$ cat src/rtl/flash_proto_pkg.sv
package flash_proto_pkg;
   typedef enum logic [1:0] {
      PROTO_EXT  = 2'b00,
      PROTO_DUAL = 2'b01,
      PROTO_QUAD = 2'b10
   } proto_t;
endpackage

$ cat src/rtl/fps_capture.sv
module fps_capture #(
   parameter int W = 8
) (
   input  logic         clk,
   input  logic         por_n,
   input  logic         cs_n,
   input  logic         byte_done,
   input  logic [W-1:0] byte_data,
   output logic         commit,
   output logic [W-1:0] commit_data
);
   logic         held_q;
   logic [W-1:0] data_q;

   always_ff @(posedge clk) begin
      if (!por_n) begin
         held_q <= 1'b0;
         data_q <= '0;
      end else if (cs_n) begin
         held_q <= 1'b0;
      end else if (byte_done && !held_q) begin
         held_q <= 1'b1;
         data_q <= byte_data;
      end
   end

   assign commit      = cs_n && held_q;
   assign commit_data = data_q;
endmodule

$ cat src/rtl/fps_store.sv
module fps_store #(
   parameter int         W         = 8,
   parameter int         HOLD_BIT  = 4,
   parameter logic [W-1:0] RESET_VAL = '1
) (
   input  logic         clk,
   input  logic         por_n,
   input  logic         nv_hold_en,
   input  logic         commit,
   input  logic [W-1:0] commit_data,
   output logic [W-1:0] cfg_q
);
   logic [W-1:0] boot_val;

   always_comb begin
      boot_val           = RESET_VAL;
      boot_val[HOLD_BIT] = nv_hold_en;
   end

   always_ff @(posedge clk) begin
      if (!por_n)      cfg_q <= boot_val;
      else if (commit) cfg_q <= commit_data;
   end
endmodule

$ cat src/rtl/fps_decode.sv
module fps_decode
   import flash_proto_pkg::*;
#(
   parameter int W        = 8,
   parameter int QUAD_BIT = 7,
   parameter int DUAL_BIT = 6,
   parameter bit REG_OUT  = 1'b0
) (
   input  logic         clk,
   input  logic         por_n,
   input  logic [W-1:0] cfg,
   output proto_t       mode
);
   proto_t next_mode;

   always_comb begin
      if (!cfg[QUAD_BIT])      next_mode = PROTO_QUAD;
      else if (!cfg[DUAL_BIT]) next_mode = PROTO_DUAL;
      else                     next_mode = PROTO_EXT;
   end

   generate
      if (REG_OUT) begin : g_reg
         proto_t mode_q;
         always_ff @(posedge clk) begin
            if (!por_n) mode_q <= PROTO_EXT;
            else        mode_q <= next_mode;
         end
         assign mode = mode_q;
      end else begin : g_comb
         assign mode = next_mode;
      end
   endgenerate
endmodule

$ cat src/rtl/flash_proto_sel.sv
module flash_proto_sel
   import flash_proto_pkg::*;
#(
   parameter int         CFG_W     = 8,
   parameter int         QUAD_BIT  = 7,
   parameter int         DUAL_BIT  = 6,
   parameter int         HOLD_BIT  = 4,
   parameter logic [CFG_W-1:0] RESET_VAL = '1,
   parameter bit         REG_OUT   = 1'b0
) (
   input  logic             clk,
   input  logic             por_n,
   input  logic             cs_n,
   input  logic             byte_done,
   input  logic [CFG_W-1:0] byte_data,
   input  logic             nv_hold_en,
   output logic [CFG_W-1:0] cfg_q,
   output logic [1:0]       mode,
   output logic             hold_en
);
   localparam int MAX_BIT = CFG_W - 1;

   generate
      if (QUAD_BIT > MAX_BIT || DUAL_BIT > MAX_BIT || HOLD_BIT > MAX_BIT) begin : g_bad_idx
         $error("flash_proto_sel: control bit index outside configuration width");
      end
      if (QUAD_BIT == DUAL_BIT || QUAD_BIT == HOLD_BIT || DUAL_BIT == HOLD_BIT) begin : g_bad_overlap
         $error("flash_proto_sel: control bits must be distinct");
      end
   endgenerate

   logic             commit;
   logic [CFG_W-1:0] commit_data;
   proto_t           mode_e;

   fps_capture #(.W(CFG_W)) u_capture (
      .clk(clk), .por_n(por_n), .cs_n(cs_n),
      .byte_done(byte_done), .byte_data(byte_data),
      .commit(commit), .commit_data(commit_data)
   );

   fps_store #(.W(CFG_W), .HOLD_BIT(HOLD_BIT), .RESET_VAL(RESET_VAL)) u_store (
      .clk(clk), .por_n(por_n), .nv_hold_en(nv_hold_en),
      .commit(commit), .commit_data(commit_data), .cfg_q(cfg_q)
   );

   fps_decode #(.W(CFG_W), .QUAD_BIT(QUAD_BIT), .DUAL_BIT(DUAL_BIT), .REG_OUT(REG_OUT)) u_decode (
      .clk(clk), .por_n(por_n), .cfg(cfg_q), .mode(mode_e)
   );

   assign mode    = mode_e;
   assign hold_en = cfg_q[HOLD_BIT];
endmodule

$ cat config.mk
export PLATFORM = sky130hd
export DESIGN_NAME = flash_proto_sel
export DESIGN_NICKNAME = d
export VERILOG_FILES = /design/src/rtl/flash_proto_pkg.sv /design/src/rtl/fps_capture.sv /design/src/rtl/fps_store.sv /design/src/rtl/fps_decode.sv /design/src/rtl/flash_proto_sel.sv
export SDC_FILE = /design/constraint.sdc
export NUM_CORES = 1
export LEC_CHECK = 0
export BUFFER_PORTS_ARGS = -buffer_cell sky130_fd_sc_hd__buf_4
export CORE_AREA = 2 2 55 57
export DETAILED_ROUTE_END_ITERATION = 10
export DIE_AREA = 0 0 57 59
export HOLD_SLACK_MARGIN = 0.12
export PLACE_DENSITY = 0.44
export SLEW_MARGIN = 20
export SYNTH_ARGS = -nofsm -noshare
export SYNTH_HDL_FRONTEND = slang
export SYNTH_HIERARCHICAL = 1
export SYNTH_SLANG_ARGS = --single-unit
$ cat constraint.sdc
create_clock -name clk -period 2.35 [get_ports clk]
set_input_delay 0.47 -clock clk [delete_from_list [all_inputs] [get_ports clk]]
set_output_delay 0.47 -clock clk [all_outputs]
set_load 0.02 [all_outputs]
==> out/metrics.yaml, run 1 <==
period_minus_slack_ns: 1.45
reg2regPathDepth: 2
power.net_switching_uw: 140
finish.utilization_pct: 33.3
layout_cell_share_with_drive_strength_beyond_1_pct: 33.3
hold_class: "primary input to register"
worst_setup_slack_final_ns: 0.902
path_clk_slew_ns: 0.10
power.sequential.fraction_pct: 57.0
start_kind: "register"
critical_path_rt_ns: 1.88
tritoncts: "yes"
mostFrequentLayoutCell: "sky130_fd_sc_hd__buf_4"
routability_cong: 0.681
area_grow_syn2layout_pct: 27.8
maxClockFrequency_mhz: 691
synth_seq_area_share_pct: 49.6
drv_slew: 0
grt_max_degree: 28
regToRegSetupSlack_ns: 1.25
fp.dieW_um: 57
timing.max_cap.violations: 0
max-slew-margin-rel_pct: 83.3
drcViolationCount: 0
final_hold_viol_count: 0
design.die.area_um2: 3360
numCtsBuffers: 3
hold_buffers: 0
worstSkewPairLatency_ns: 0.29
yosysWarningCount: 6
critical_path_arrival_ns: 0.98
final_cell_mix: "sky130_fd_sc_hd__buf_4, sky130_fd_sc_hd__nand2_1, sky130_fd_sc_hd__dfxtp_1"
power.clock.fraction_pct: 28.8
antenna-diode-count: 0
detailroute.via_count: 510
min-delay-start: "cs_n"
critical_path.reg2reg.endpoint: "u_store/cfg_q[4]"
grt_setup_unrepaired: "false"
cts_max_path_buffers: 2
avgSynthCellArea_um2: 9.94
synth.largest_area_cell: "sky130_fd_sc_hd__dfxtp_1"
cts_sinks: 17
synth.distinct_cells: 16
critical_path.max_fanout: 4
number_of_cells_on_the_worst_hold_path: 2
layout_nets: 107
synth_top_cell_area_share_pct: 45.4
buffer_ports.inserted: 23
clockRootBuffer: "sky130_fd_sc_hd__clkbuf_4"
routed_via_density: 4.11
number_of_antenna_violations_at_the_first_check_in_global_routing: 0
num_rows: 19
worstSetupEndpointType: "primary output"
rr_startpoint: "u_capture/held_q"
p_int_uw: 409
drt_first_iter_violations: 10
num-fill-cells: 298
hold_worst_slack_ns: 0.344
wl_per_cell_um: 10.4
criticalPathCategory: "register to primary output"
dpl.hpwl_um: 895
initial_utilization_pct: 26.0
final-setup-viol-count: 0
totalNegativeSetupSlack_ns: 0
postSynthRegisterBits: 17
pwr-share-comb_pct: 14.2
period_share_pct: 61.6
via_count_of_the_first_global_routing_pass: 452
syn_area_um2: 706
max_slew.worst_pin.slew_ns: 0.251
worst_hold_path.endpoint: "u_capture/held_q"
post-place-ws_ns: 1.03
status: "finished clean"
grt_use_total_pct: 8.28
final_antenna_net_count: 0
synth_area_leaders: "sky130_fd_sc_hd__dfxtp_1, sky130_fd_sc_hd__mux2i_1, sky130_fd_sc_hd__nand2_1"
power.density_nw_per_um2: 608
floorplan.die.height_um: 59
grt_overflow_total: 0
netSwitchingFraction_pct: 25.6
max_vdd_drop_mv: 0.225
route.final.wire_length_um: 1290
synthCells: 71
skew_ns: 0.00346
static_power_due_to_leakage_nw: 0.395
post-cts-setup-buffers: 0
floorplan_core_area_um2: 2710
htreeDepth: 1
floorplan.io_pins: 24
cts-resized-gates: 0
firstDrtPassIters: 4
mappedNetlistNets: 84
grt_pass1_wl_um: 2040
==> kinds of logic after synthesis <==
group,synth area share (%)
and+or+nand+nor,20.2
DFF,49.6
muxes,21.3
buffers and inverters,8.16
AOI/OAI and AO/OA,0.709
==> final cells by class <==
cell class	instances	area, um2	area share (%)
Multi-Input combinational cell	46	298	33.0
Inverter	2	7.51	0.832
Timing Repair Buffer	24	180	20.0
Tap cell	31	38.8	4.30
Clock inverter	1	5.00	0.555
Clock buffer	3	22.5	2.50
Sequential cell	17	350	38.8
==> Yosys cell counts, drive strengths merged <==
| master | count |
|---|---|
| nand2 | 23 |
| dfxtp | 16 |
| mux2i | 15 |
| buf | 6 |
| inv | 2 |
| nor3b | 2 |
| and2 | 1 |
| edfxtp | 1 |
| nand2b | 1 |
| nand3 | 1 |
| nor2 | 1 |
| nor2b | 1 |
| o21ai | 1 |
==> worst max path at each step <==
stage / start / end
2_1_floorplan: u_store/cfg_q[7] / mode[0]
3_3_place_gp: cs_n / u_store/cfg_q[4]
3_5_place_dp: cs_n / u_store/cfg_q[4]
4_1_cts: u_store/cfg_q[7] / mode[0]
5_1_grt: u_store/cfg_q[7] / mode[0]
6_report: u_store/cfg_q[7] / mode[0]
==> critical path: stages (launching register included) <==
cell                      delay, ns
sky130_fd_sc_hd__dfxtp_1       0.39
sky130_fd_sc_hd__nor2b_4       0.16
sky130_fd_sc_hd__buf_4         0.14
==> flip-flops by register name, indices dropped and copies added, names as in the netlist <==
signal / cells
u_capture/commit_data: 8
u_capture/held_q: 1
u_store/cfg_q: 8
==> per-layer routing <==
layer / share of wire, % / vias up / track usage [%]
met5: 0 / - / 0
met4: 1.5 / 0 / 5.98
met3: 6.7 / 2 / 2.84
met2: 47 / 16 / 11.3
met1: 45 / 222 / 10.8
li1: - / 270 / -
==> power groups by stage <==
| stage | combinational, mW | sequential [mW] | clock (mW) |
|---|---|---|---|
| after floorplan | 0.0427 | 0.326 | 0 |
| after global placement | 0.0779 | 0.320 | 0 |
| after detailed placement | 0.0786 | 0.320 | 0 |
| after CTS | 0.0790 | 0.313 | 0.167 |
| after global routing | 0.0847 | 0.315 | 0.176 |
| final | 0.0778 | 0.313 | 0.158 |
==> metrics by stage <==
stage	std cells	area [um2]	power, mW
after floorplan	71	706	0.369
after global placement	120	875	0.398
after detailed placement	120	875	0.399
after CTS	124	902	0.560
after global routing	124	902	0.576
final	124	902	0.549
Note: power is estimated with default switching activity, not from simulation.
==> run 2, diff against run 1 <==
==> constraint.sdc (replaced) <==
create_clock -name clk -period 1.4 [get_ports clk]
set_input_delay 0.28 -clock clk [delete_from_list [all_inputs] [get_ports clk]]
set_output_delay 0.28 -clock clk [all_outputs]
set_load 0.02 [all_outputs]
==> out/metrics.yaml, run 2 (synthesized netlist as in run 1, its figures left out) <==
critical_path_rt_ns: 1.12
start_kind: "register"
wl_per_cell_um: 10.4
max_vdd_drop_mv: 0.411
firstDrtPassIters: 4
htreeDepth: 1
hold_class: "primary input to register"
critical_path_arrival_ns: 0.95
rr_startpoint: "u_capture/held_q"
dp.cells: 120
worstSkewPairLatency_ns: 0.29
max_slew.worst_pin.slew_ns: 0.257
routability_cong: 0.689
instances_no_fill: 124
power.density_nw_per_um2: 1010
num_rows: 19
maxClockFrequency_mhz: 810
criticalPathCategory: "register to primary output"
final-setup-viol-count: 0
floorplan.io_pins: 24
critical_path.max_fanout: 4
timing.critical_path.slowest_stage_cell: "sky130_fd_sc_hd__dfxtp_1"
skew_ns: 0.00311
final_antenna_net_count: 0
clockRootBuffer: "sky130_fd_sc_hd__clkbuf_4"
grt_use_total_pct: 8.49
final_cell_mix: "sky130_fd_sc_hd__buf_4, sky130_fd_sc_hd__nand2_1, sky130_fd_sc_hd__dfxtp_1"
number_of_cells_on_the_worst_hold_path: 2
numCtsBuffers: 3
antenna-diode-count: 0
initial_utilization_pct: 26.0
drv_slew: 0
design_power_total_uw: 915
number_of_antenna_violations_at_the_first_check_in_global_routing: 0
final_hold_viol_count: 0
grt_setup_unrepaired: "false"
startpoint: "u_store/cfg_q[7]"
buffer_ports.inserted: 23
reg2regPathDepth: 2
status: "finished clean"
min-delay-start: "cs_n"
grt_max_degree: 28
critical_path.max_stage_delay_ns: 0.38
max-slew-margin-rel_pct: 82.9
floorplan_core_area_um2: 2710
path_clk_slew_ns: 0.10
via_count_of_the_first_global_routing_pass: 509
fp.dieW_um: 57
post-cts-setup-buffers: 0
period_share_pct: 88.2
layout_cell_share_with_drive_strength_beyond_1_pct: 33.3
drt_first_iter_violations: 11
area_grow_syn2layout_pct: 27.8
worstSetupEndpointType: "primary output"
design.die.area_um2: 3360
critical_path.cell_chain: "nor2b_4 -> buf_4"
totalNegativeSetupSlack_ns: 0
hold_buffers: 0
finish.utilization_pct: 33.3
cts_max_path_buffers: 2
period_minus_slack_ns: 1.23
routed_via_density: 4.18
timing.max_cap.violations: 0
tritoncts: "yes"
mostFrequentLayoutCell: "sky130_fd_sc_hd__buf_4"
cts-resized-gates: 0
cts_sinks: 17
grt_pass1_wl_um: 2130
route.final.wire_length_um: 1290
grt_overflow_total: 0
detailroute.via_count: 518
static_power_due_to_leakage_nw: 0.395
layout_nets: 107
drcViolationCount: 0
floorplan.die.height_um: 59
## run 2: cell counts in the layout (fill, tap and decap cells not counted)
No cell type changed its count.
## run 2: cell type report
class | count | area, um2
Fill cell | 300 | 1810
Clock buffer | 3 | 22.5
Sequential cell | 17 | 350
Clock inverter | 1 | 5.00
Tap cell | 31 | 38.8
Multi-Input combinational cell | 46 | 298
Inverter | 2 | 7.51
Timing Repair Buffer | 24 | 180
## run 2: final timing paths
check	end	slack, ns
setup / recovery	mode[0]	0.17
hold / removal	u_capture/held_q	0.17
setup reg to reg	u_store/cfg_q[4]	0.29
hold reg to reg	u_capture/commit_data[2]	0.46
## run 2: worst max-delay path: cells and delay by family (launching register included)
kind	cells	cell delay (ns)
DFF	1	0.38
and+or+nand+nor	1	0.15
buffers and inverters	1	0.13
## run 2: routing by layer
layer	GRT usage, %	vias up	part of all wire [%]
met5	0	-	0
met4	5.98	0	1.5
met3	1.97	2	5.8
met2	14.3	14	49
met1	9.50	230	44
li1	-	272	-
## run 2: power by group
part | internal, mW | switching (mW)
sequential | 0.512 | 0.0132
combinational | 0.0676 | 0.0628
clock | 0.106 | 0.154
total | 0.686 | 0.230
## run 2: stage by stage
stage | hold slack [ns] | setup WS, ns | area, um2
CTS | 0.144 | 0.123 | 902
detailed placement | 0.449 | 0.270 | 875
floorplan | 0.356 | 0.396 | 706
global route | 0.148 | 0.0601 | 902
finish | 0.169 | 0.166 | 902
global placement | 0.446 | 0.284 | 875
==> run 3, diff against run 2 <==
--- a/config.mk
+++ b/config.mk
@@ -11,6 +11,7 @@
 export DIE_AREA = 0 0 57 59
 export HOLD_SLACK_MARGIN = 0.12
 export PLACE_DENSITY = 0.44
+export REMOVE_ABC_BUFFERS = 1
 export SLEW_MARGIN = 20
 export SYNTH_ARGS = -nofsm -noshare
 export SYNTH_HDL_FRONTEND = slang
==> constraint.sdc (replaced) <==
create_clock -name clk -period 1.4 [get_ports clk]
set_input_delay 0.14 -clock clk [delete_from_list [all_inputs] [get_ports clk]]
set_output_delay 0.14 -clock clk [all_outputs]
set_load 0.02 [all_outputs]
==> out/metrics.yaml, run 3 (synthesized netlist as in run 1, its figures left out) <==
worstSkewPairLatency_ns: 0.28
instances_no_fill: 133
totalNegativeSetupSlack_ns: 0
groute.layer.met3.usage_pct: 3.28
static_power_due_to_leakage_nw: 0.429
critical_path_sink: "u_store/cfg_q[4]"
design_power_total_uw: 933
wl_per_cell_um: 10.7
grt_pass1_wl_um: 2550
critical_path.reg2reg.endpoint: "u_store/cfg_q[4]"
route.final.wire_length_um: 1430
critical_path.cell_chain: "dlygate4sd3_1 -> buf_4 -> and2_2 -> nand3_1 -> o21ai_0"
power.density_nw_per_um2: 941
final-setup-viol-count: 0
critical_path_arrival_ns: 1.27
buffer_ports.inserted: 23
fp.dieW_um: 57
timing.max_cap.violations: 0
final_cell_mix: "sky130_fd_sc_hd__buf_4, sky130_fd_sc_hd__nand2_1, sky130_fd_sc_hd__dfxtp_1"
floorplan.die.height_um: 59
htreeDepth: 1
start_kind: "primary input"
regToRegSetupSlack_ns: 0.28
firstDrtPassIters: 4
critical_path.top_delay_family: "buffers and inverters"
period_minus_slack_ns: 1.24
grt_overflow_total: 0
area_grow_syn2layout_pct: 40.4
via_count_of_the_first_global_routing_pass: 555
floorplan.io_pins: 24
startpoint: "cs_n"
skew_ns: 0.00594
gr-usage-met1_pct: 11.2
final_hold_viol_count: 0
criticalPathCategory: "primary input to register"
number_of_antenna_violations_at_the_first_check_in_global_routing: 0
clockRootBuffer: "sky130_fd_sc_hd__clkbuf_4"
drt_first_iter_violations: 9
layout_cell_share_with_drive_strength_beyond_1_pct: 29.4
maxClockFrequency_mhz: 805
max-slew-margin-rel_pct: 82.0
num_rows: 19
max_vdd_drop_mv: 0.651
grt_setup_unrepaired: "false"
worstSetupEndpointType: "register"
number_of_cells_on_the_worst_hold_path: 3
cts_sinks: 17
critical_path_rt_ns: 1.43
rr_startpoint: "u_capture/held_q"
period_share_pct: 88.8
floorplan_core_area_um2: 2710
reg2regPathDepth: 2
hold_worst_slack_ns: 0.144
tritoncts: "yes"
critical_path.max_stage_delay_ns: 0.53
groute.layer.met2.usage_pct: 17.1
timing.critical_path.slowest_stage_cell: "sky130_fd_sc_hd__dlygate4sd3_1"
routability_cong: 0.620
grt_use_total_pct: 9.86
max_slew.worst_pin.slew_ns: 0.270
status: "finished clean"
drcViolationCount: 0
hold_class: "primary input to register"
antenna-diode-count: 0
path_buf_inv: 2
cts-resized-gates: 0
dp.cells: 120
drv_slew: 0
design.die.area_um2: 3360
grt_max_degree: 28
worstSetupPathDepth: 5
critical_path.max_fanout: 9
detailroute.via_count: 541
final_antenna_net_count: 0
numCtsBuffers: 3
mostFrequentLayoutCell: "sky130_fd_sc_hd__buf_4"
cts_max_path_buffers: 2
routed_via_density: 4.07
gr_peak_layer: "met2"
initial_utilization_pct: 26.0
layout_nets: 116
path_clk_slew_ns: 0.09
## run 3: cell count changes in the layout (fill, tap and decap cells not counted)
cell and change:
sky130_fd_sc_hd__dlygate4sd3_1 +9, sky130_fd_sc_hd__clkbuf_1 +1, sky130_fd_sc_hd__clkinv_2 -1
## run 3: report_power, final
part | total (mW) | internal, mW | switching (mW)
clock network | 0.256 | 0.111 | 0.145
logic | 0.152 | 0.0839 | 0.0679
registers | 0.525 | 0.512 | 0.0134
## run 3: worst min-delay path by stage
stage,from,to
after floorplan,por_n,u_store/cfg_q[0]
after global routing,byte_done,u_capture/held_q
final,byte_done,u_capture/held_q
after CTS,byte_done,u_capture/held_q
after global placement,cs_n,u_capture/held_q
after detailed placement,cs_n,u_capture/held_q
## run 3: area by class of cell
class                   instances  area [um2]
clock buffers                   4        26.3
fillers                       295        1720
inverters                       2        7.51
multi-input cells              46         298
flip-flops and latches         17         350
well taps                      31        38.8
repair buffers                 33         270
## run 3: timing repair
| action | 4_1_cts | 5_1_grt |
|---|---|---|
| setup buffers | 0 | 0 |
| endpoints found under the hold margin | 9 | 0 |
| hold buffers | 9 | 0 |
## run 3: through the flow
stage          worst slack [ns]  instance area (um2)  util (%)
6_report                  0.157                  991      36.6
5_1_grt                   0.114                  991      36.6
4_1_cts                   0.157                  991      36.6
3_5_place_dp              0.290                  875      32.3
3_3_place_gp              0.312                  875      32.3
2_1_floorplan             0.238                  656         -
## run 3: tightest hold or removal path, delay by kind of cell
family                 cells  cell delay (ns)
AND/OR/NAND/NOR            2             0.13
buffers and inverters      1             0.11
## run 3: routing by layer
metal | vias to the layer above | part of all wire (%)
li1 | 288 | -
met1 | 237 | 50
met2 | 14 | 45
met3 | 2 | 4.3
met4 | 0 | 1.3
met5 | - | 0
